===== src/rtl/wdog_pkg.sv =====
package wdog_pkg;

  typedef enum logic [1:0] {
    ST_HOLD  = 2'd0,
    ST_RUN   = 2'd1,
    ST_PULSE = 2'd2
  } wdState_t;

  // Strobes from control to datapath
  typedef struct packed {
    logic clear;   // zero prescaler and ms count
    logic load;    // capture the timeout select code
    logic run;     // advance the prescaler and ms count
  } wdCtrl_t;

  // Status from datapath to control
  typedef struct packed {
    logic timeoutHit;  // last tick of the selected timeout
    logic pulseDone;   // last tick of the reset pulse
    logic strobeFall;  // high-to-low transition seen on strobe
  } wdStat_t;

endpackage


===== src/rtl/wdog_datapath.sv =====
module wdog_datapath
  import wdog_pkg::*;
#(
  parameter int CLK_PER_MS = 50000,
  parameter int SHORT_MS   = 150,
  parameter int MID_MS     = 600,
  parameter int LONG_MS    = 1200,
  parameter int PULSE_MS   = 250
) (
  input  logic       clk,
  input  logic       rstN,
  input  logic       strobe,
  input  logic [1:0] toSel,
  input  wdCtrl_t    ctrl,
  output wdStat_t    stat
);

  localparam int MAX_TO = (SHORT_MS > MID_MS)
                        ? ((SHORT_MS > LONG_MS) ? SHORT_MS : LONG_MS)
                        : ((MID_MS > LONG_MS) ? MID_MS : LONG_MS);
  localparam int MAX_MS = (MAX_TO > PULSE_MS) ? MAX_TO : PULSE_MS;
  localparam int CNT_W  = $clog2(MAX_MS + 1);

  logic [CNT_W-1:0] msCount;
  logic [CNT_W-1:0] limitMs;
  logic             preWrap;
  logic             stbNow;
  logic             stbLast;

  function automatic logic [CNT_W-1:0] selToMs(input logic [1:0] sel);
    case (sel)
      2'b00:   return CNT_W'(SHORT_MS);
      2'b10:   return CNT_W'(LONG_MS);
      default: return CNT_W'(MID_MS);
    endcase
  endfunction

  // Millisecond prescaler; degenerates to a constant tick for one clock per ms
  generate
    if (CLK_PER_MS > 1) begin : gPrescale
      localparam int PRE_W = $clog2(CLK_PER_MS);
      localparam logic [PRE_W-1:0] PRE_LAST = PRE_W'(CLK_PER_MS - 1);
      logic [PRE_W-1:0] preCnt;

      always_ff @(posedge clk or negedge rstN) begin
        if (!rstN) begin
          preCnt <= '0;
        end else if (ctrl.clear) begin
          preCnt <= '0;
        end else if (ctrl.run) begin
          preCnt <= (preCnt == PRE_LAST) ? '0 : preCnt + 1'b1;
        end
      end

      assign preWrap = (preCnt == PRE_LAST);
    end else begin : gNoPrescale
      assign preWrap = 1'b1;
    end
  endgenerate

  // Millisecond counter, shared by timeout and pulse phases
  always_ff @(posedge clk or negedge rstN) begin
    if (!rstN) begin
      msCount <= '0;
    end else if (ctrl.clear) begin
      msCount <= '0;
    end else if (ctrl.run && preWrap) begin
      msCount <= msCount + 1'b1;
    end
  end

  // Timeout limit captured at each restart
  always_ff @(posedge clk or negedge rstN) begin
    if (!rstN) begin
      limitMs <= CNT_W'(MID_MS);
    end else if (ctrl.load) begin
      limitMs <= selToMs(toSel);
    end
  end

  // Strobe edge detection
  always_ff @(posedge clk or negedge rstN) begin
    if (!rstN) begin
      stbNow  <= 1'b1;
      stbLast <= 1'b1;
    end else begin
      stbNow  <= strobe;
      stbLast <= stbNow;
    end
  end

  assign stat.strobeFall = stbLast & ~stbNow;
  assign stat.timeoutHit = preWrap && (msCount == limitMs - 1'b1);
  assign stat.pulseDone  = preWrap && (msCount == CNT_W'(PULSE_MS - 1));

endmodule


===== src/rtl/wdog_control.sv =====
module wdog_control
  import wdog_pkg::*;
(
  input  logic    clk,
  input  logic    rstN,
  input  logic    extRstActive,
  input  wdStat_t stat,
  output wdCtrl_t ctrl,
  output logic    rstOut,
  output logic    timeoutEvt
);

  wdState_t state;
  wdState_t stateNext;
  logic     expire;
  logic     evtQ;

  always_comb begin
    stateNext = state;
    ctrl      = '0;
    expire    = 1'b0;
    unique case (state)
      ST_HOLD: begin
        ctrl.clear = 1'b1;
        if (!extRstActive) begin
          stateNext = ST_RUN;
          ctrl.load = 1'b1;
        end
      end
      ST_RUN: begin
        if (extRstActive) begin
          stateNext  = ST_HOLD;
          ctrl.clear = 1'b1;
        end else if (stat.timeoutHit) begin
          stateNext  = ST_PULSE;
          ctrl.clear = 1'b1;
          expire     = 1'b1;
        end else if (stat.strobeFall) begin
          ctrl.clear = 1'b1;
          ctrl.load  = 1'b1;
        end else begin
          ctrl.run = 1'b1;
        end
      end
      ST_PULSE: begin
        if (extRstActive) begin
          stateNext  = ST_HOLD;
          ctrl.clear = 1'b1;
        end else if (stat.pulseDone) begin
          stateNext  = ST_RUN;
          ctrl.clear = 1'b1;
          ctrl.load  = 1'b1;
        end else begin
          ctrl.run = 1'b1;
        end
      end
      default: begin
        stateNext  = ST_HOLD;
        ctrl.clear = 1'b1;
      end
    endcase
  end

  always_ff @(posedge clk or negedge rstN) begin
    if (!rstN) begin
      state <= ST_HOLD;
      evtQ  <= 1'b0;
    end else begin
      state <= stateNext;
      evtQ  <= expire;
    end
  end

  assign rstOut     = (state != ST_RUN);
  assign timeoutEvt = evtQ;

endmodule


===== src/rtl/strobe_watchdog.sv =====
module strobe_watchdog
  import wdog_pkg::*;
#(
  parameter int CLK_PER_MS = 50000,
  parameter int SHORT_MS   = 150,
  parameter int MID_MS     = 600,
  parameter int LONG_MS    = 1200,
  parameter int PULSE_MS   = 250
) (
  input  logic       clk,
  input  logic       rstN,
  input  logic       strobe,
  input  logic [1:0] toSel,
  input  logic       extRstActive,
  output logic       rstOut,
  output logic       rstOutN,
  output logic       timeoutEvt
);

  wdCtrl_t ctrl;
  wdStat_t stat;
  logic    rstInt;

  wdog_datapath #(
    .CLK_PER_MS(CLK_PER_MS),
    .SHORT_MS  (SHORT_MS),
    .MID_MS    (MID_MS),
    .LONG_MS   (LONG_MS),
    .PULSE_MS  (PULSE_MS)
  ) uData (
    .clk   (clk),
    .rstN  (rstN),
    .strobe(strobe),
    .toSel (toSel),
    .ctrl  (ctrl),
    .stat  (stat)
  );

  wdog_control uCtrl (
    .clk         (clk),
    .rstN        (rstN),
    .extRstActive(extRstActive),
    .stat        (stat),
    .ctrl        (ctrl),
    .rstOut      (rstInt),
    .timeoutEvt  (timeoutEvt)
  );

  assign rstOut  = rstInt;
  assign rstOutN = ~rstInt;

endmodule


===== config.mk =====
export PLATFORM = sky130hd
export DESIGN_NAME = strobe_watchdog
export DESIGN_NICKNAME = d
export VERILOG_FILES = /design/src/rtl/wdog_pkg.sv /design/src/rtl/wdog_datapath.sv /design/src/rtl/wdog_control.sv /design/src/rtl/strobe_watchdog.sv
export SDC_FILE = /design/constraint.sdc
export NUM_CORES = 1
export LEC_CHECK = 0
export CAP_MARGIN = 10
export CELL_PAD_IN_SITES_DETAIL_PLACEMENT = 0
export CELL_PAD_IN_SITES_GLOBAL_PLACEMENT = 1
export CORE_MARGIN = 2
export CORE_UTILIZATION = 40
export CTS_CLUSTER_SIZE = 14
export DETAILED_ROUTE_END_ITERATION = 6
export DONT_BUFFER_PORTS = 1
export PLACE_DENSITY = 0.67
export RECOVER_POWER = 100
export SLEW_MARGIN = 0
export SYNTH_ARGS = -nofsm -noshare
export SYNTH_HDL_FRONTEND = slang
export SYNTH_HIERARCHICAL = 1
export SYNTH_SLANG_ARGS = --single-unit

===== constraint.sdc =====
create_clock -name clk -period 5.42 [get_ports clk]
set_input_delay 1.084 -clock clk [delete_from_list [all_inputs] [get_ports clk]]
set_output_delay 1.084 -clock clk [all_outputs]
set_load 0.005 [all_outputs]

==> impl_results.md <==
* Max Cap Viol at 0
* FF+latch count, synth at 36
* # resized after CTS at 0
* Full die area at roughly 0.0060 sq mm
* Post-DP HPWL at ~3500 um
* Startpoint types: flip-flop
* Total global-route track usage at 0.169
* Overflow after GRT at 0
* CTS HTree Levels at 2
* Via density at about 5.9
* Routability cong. at ~0.9
* Period utilization at 0.769
* Worst Setup EP: uData/gPrescale.preCnt[15]
* DR WL/cell at around 16 um
* Worst-path fanout max at 18
* Pwr Total at between 600 and 700 uW
* I/O pins at 9
* Setup bufs post-CTS at 0
* Die Span Y at roughly 78 um
* Number of flops mapped to enable cells by yosys at 0
* Flop-to-flop setup slack at 1.25 ns
* DP Cell Count at 290
* Core ar. at between 0.005 and 0.006 sq mm
* CP endpoint kind: flip-flop
* Critical path class: flip-flop to flip-flop
* Worst Skew at 0.0111 ns
* CTS tree: done
* Largest net degree at the start of global routing at 37
* Setup slack after layout at roughly 1.3 ns
* Worst Path Required at 5.62 ns
* Final setup TNS at 0 ns
* Finished Cell Area at between 0.002 and 0.0025 sq mm
* Initial antenna violation count at 0
* Critical Path AT at between 4 and 5 ns
* YS warnings at 6
* Hold_ws at between 0.3 and 0.4 ns
* Post-layout min period at between 4 and 5 ns
* DRC Markers at 0
* Leakage at around 0.9 nW
* Status: finished clean
* Top FF cell, synth: dfrtp_1
* Max IR drop VDD at 0.135 mV
* Vias in the first global route at between 1500 and 2000
* Asr flop ratio synth at 1.00
* Initial DRT Pass Iterations at 4
* Total number of vias at between 1500 and 2000
* GR Util met1 at 0.194
* DP Worst Slack at between 1 and 1.5 ns
* Most used routing layer: met2
* Final core utilization at 0.444
* Final Hold Viols at 0
* Worst min-delay path class: flip-flop to flip-flop
* Clk sinks at 36
* R2R Path Start: uData/gPrescale.preCnt[10]
* Clock transition at path regs at ~0.07 ns
* Syn nets at roughly 240
* Pwr/cell area at between 200 and 300 mW/mm^2
* Final setup vio count at 0
* CTS Buffer Depth at 2
* Max-slew violations at 0
* Synth-to-layout area growth at 6.00%
* Violation count after the first detailed-route iteration at about 100
* Fin cells at 298
* Worst-Margin Slew at around 1.1 ns
* IO buf count at 0
* Mapped Cells at about 230
* Hold_buf cts at 0
* Post-synthesis sequential area ratio at 0.417
* Starting density of the core at 0.419
* Reg2reg end: uData/gPrescale.preCnt[15]
* Relative slew slack at 0.238
* Fin nets at roughly 240
* First-pass GRT wire length at a little over 8000 um
* Max Freq at roughly 0.24 GHz
* DIE WIDTH at 77.6 um
* Clock Latency Late Sink at between 0.2 and 0.3 ns
* Start point of the critical path: uData/gPrescale.preCnt[10]
* Post-route ant nets at 0
* ANT cells at 0
* Grt met3 use at 0.0384
* Synth cell types at 49
* CTS root buffer: clkbuf_8
* Post-Syn Area at between 0.002 and 0.0025 sq mm
* Most frequent cells in the layout: 33 x dfrtp_1, 17 x nor2_1, 13 x inv_1, 13 x a21oi_1, 11 x nand3_1
* Fill cells at about 500
* FP Rows at 26
* RSZ-0062 raised after global routing: no
* CTS Buf Count at 5
* FF-to-FF path depth at 11
* Fraction of layout instances using a drive strength above 1 at 0.0614
* Avg Cell Area, Syn at between 9 and 10 sq um
* Final wirelength at around 4800 um
* GR Layer Usage met2 at 0.300
* Most common cell after layout, fill and taps aside: dfrtp_1
* Area post-placement at between 0.002 and 0.0025 sq mm
Yosys cell counts, drive strengths merged, types with 2 or more instances:
master	number	share of area
a21oi	13	0.030
and2	2	0.0069
and3	8	0.023
and4	3	0.012
buf	2	0.0075
clkbuf	7	0.012
dfrtp	33	0.38
dfstp	3	0.036
ha	8	0.046
inv	13	0.023
mux2i	3	0.014
nand2	9	0.016
nand2b	4	0.013
nand3	11	0.025
nand3b	2	0.0069
nand4	9	0.026
nor2	17	0.029
nor2b	3	0.0087
nor3	5	0.012
nor4	5	0.017
o2111ai	2	0.0081
o21ai	8	0.018
o31ai	10	0.035
or2	2	0.0058
or3	5	0.014
or4	10	0.035
xnor2	8	0.032
xor2	7	0.028
per-layer routing:
layer / routed length (um) / share of wire
met1: 2100 / 0.44
met2: 2430 / 0.51
met3: 144 / 0.030
met4: 83 / 0.017
met5: 0 / 0
flip-flops by register name (all words and copies together), names as in the netlist:
register,flops
uCtrl/state,2
uCtrl/timeoutEvt,1
uData/gPrescale.preCnt,16
uData/limitMs,4
uData/msCount,11
uData/stbLast,1
uData/stbNow,1
kinds of logic after synthesis:
logic type | after synthesis | share of synthesized area
xor gates and xnor gates | 15 | 0.0606
adders and majority gates | 8 | 0.0462
buffers and inverters | 22 | 0.0421
DFF | 36 | 0.417
muxes | 4 | 0.0191
AOI/OAI and AO/OA | 42 | 0.135
and+or+nand+nor | 101 | 0.279
critical path: stages, from the launching register on:
cell and delay, ns:
dfrtp_1 0.44, or4b_1 0.57, or3_1 0.58, or3_1 0.44
nor3_1 0.34, o31ai_1 0.13, nand3_1 0.09, buf_4 0.22
nor2_1 0.13, or3_1 0.48, or4_1 0.50, a21oi_1 0.15
report_power, final:
part	switching [mW]	leakage, nW	internal (mW)	total [mW]
Sequential	0.0192	0.486	0.294	0.313
Clock	0.0926	0.0455	0.104	0.196
Combinational	0.108	0.361	0.0690	0.177
how the worst min path moves through the flow:
stage | startpoint | endpoint | slack (ns) | cells after the start
final | uData/stbNow | uData/stbLast | 0.37 | 0
after global routing | uData/stbNow | uData/stbLast | 0.39 | 0
after CTS | uData/stbNow | uData/stbLast | 0.37 | 0
after detailed placement | uData/stbNow | uData/stbLast | 0.36 | 0
after global placement | uData/stbNow | uData/stbLast | 0.36 | 0
after floorplan | uData/stbNow | uData/stbLast | 0.35 | 0
cell type report:
type | instances | area [sq um] | area share
Multi-Input combinational cell | 170 | 1160 | 0.504
Sequential cell | 36 | 905 | 0.394
Clock buffer | 8 | 90.1 | 0.0392
Tap cell | 70 | 87.6 | 0.0381
Inverter | 13 | 48.8 | 0.0212
Timing Repair Buffer | 1 | 7.51 | 0.00327
Note: power is estimated with default switching activity, not from simulation.
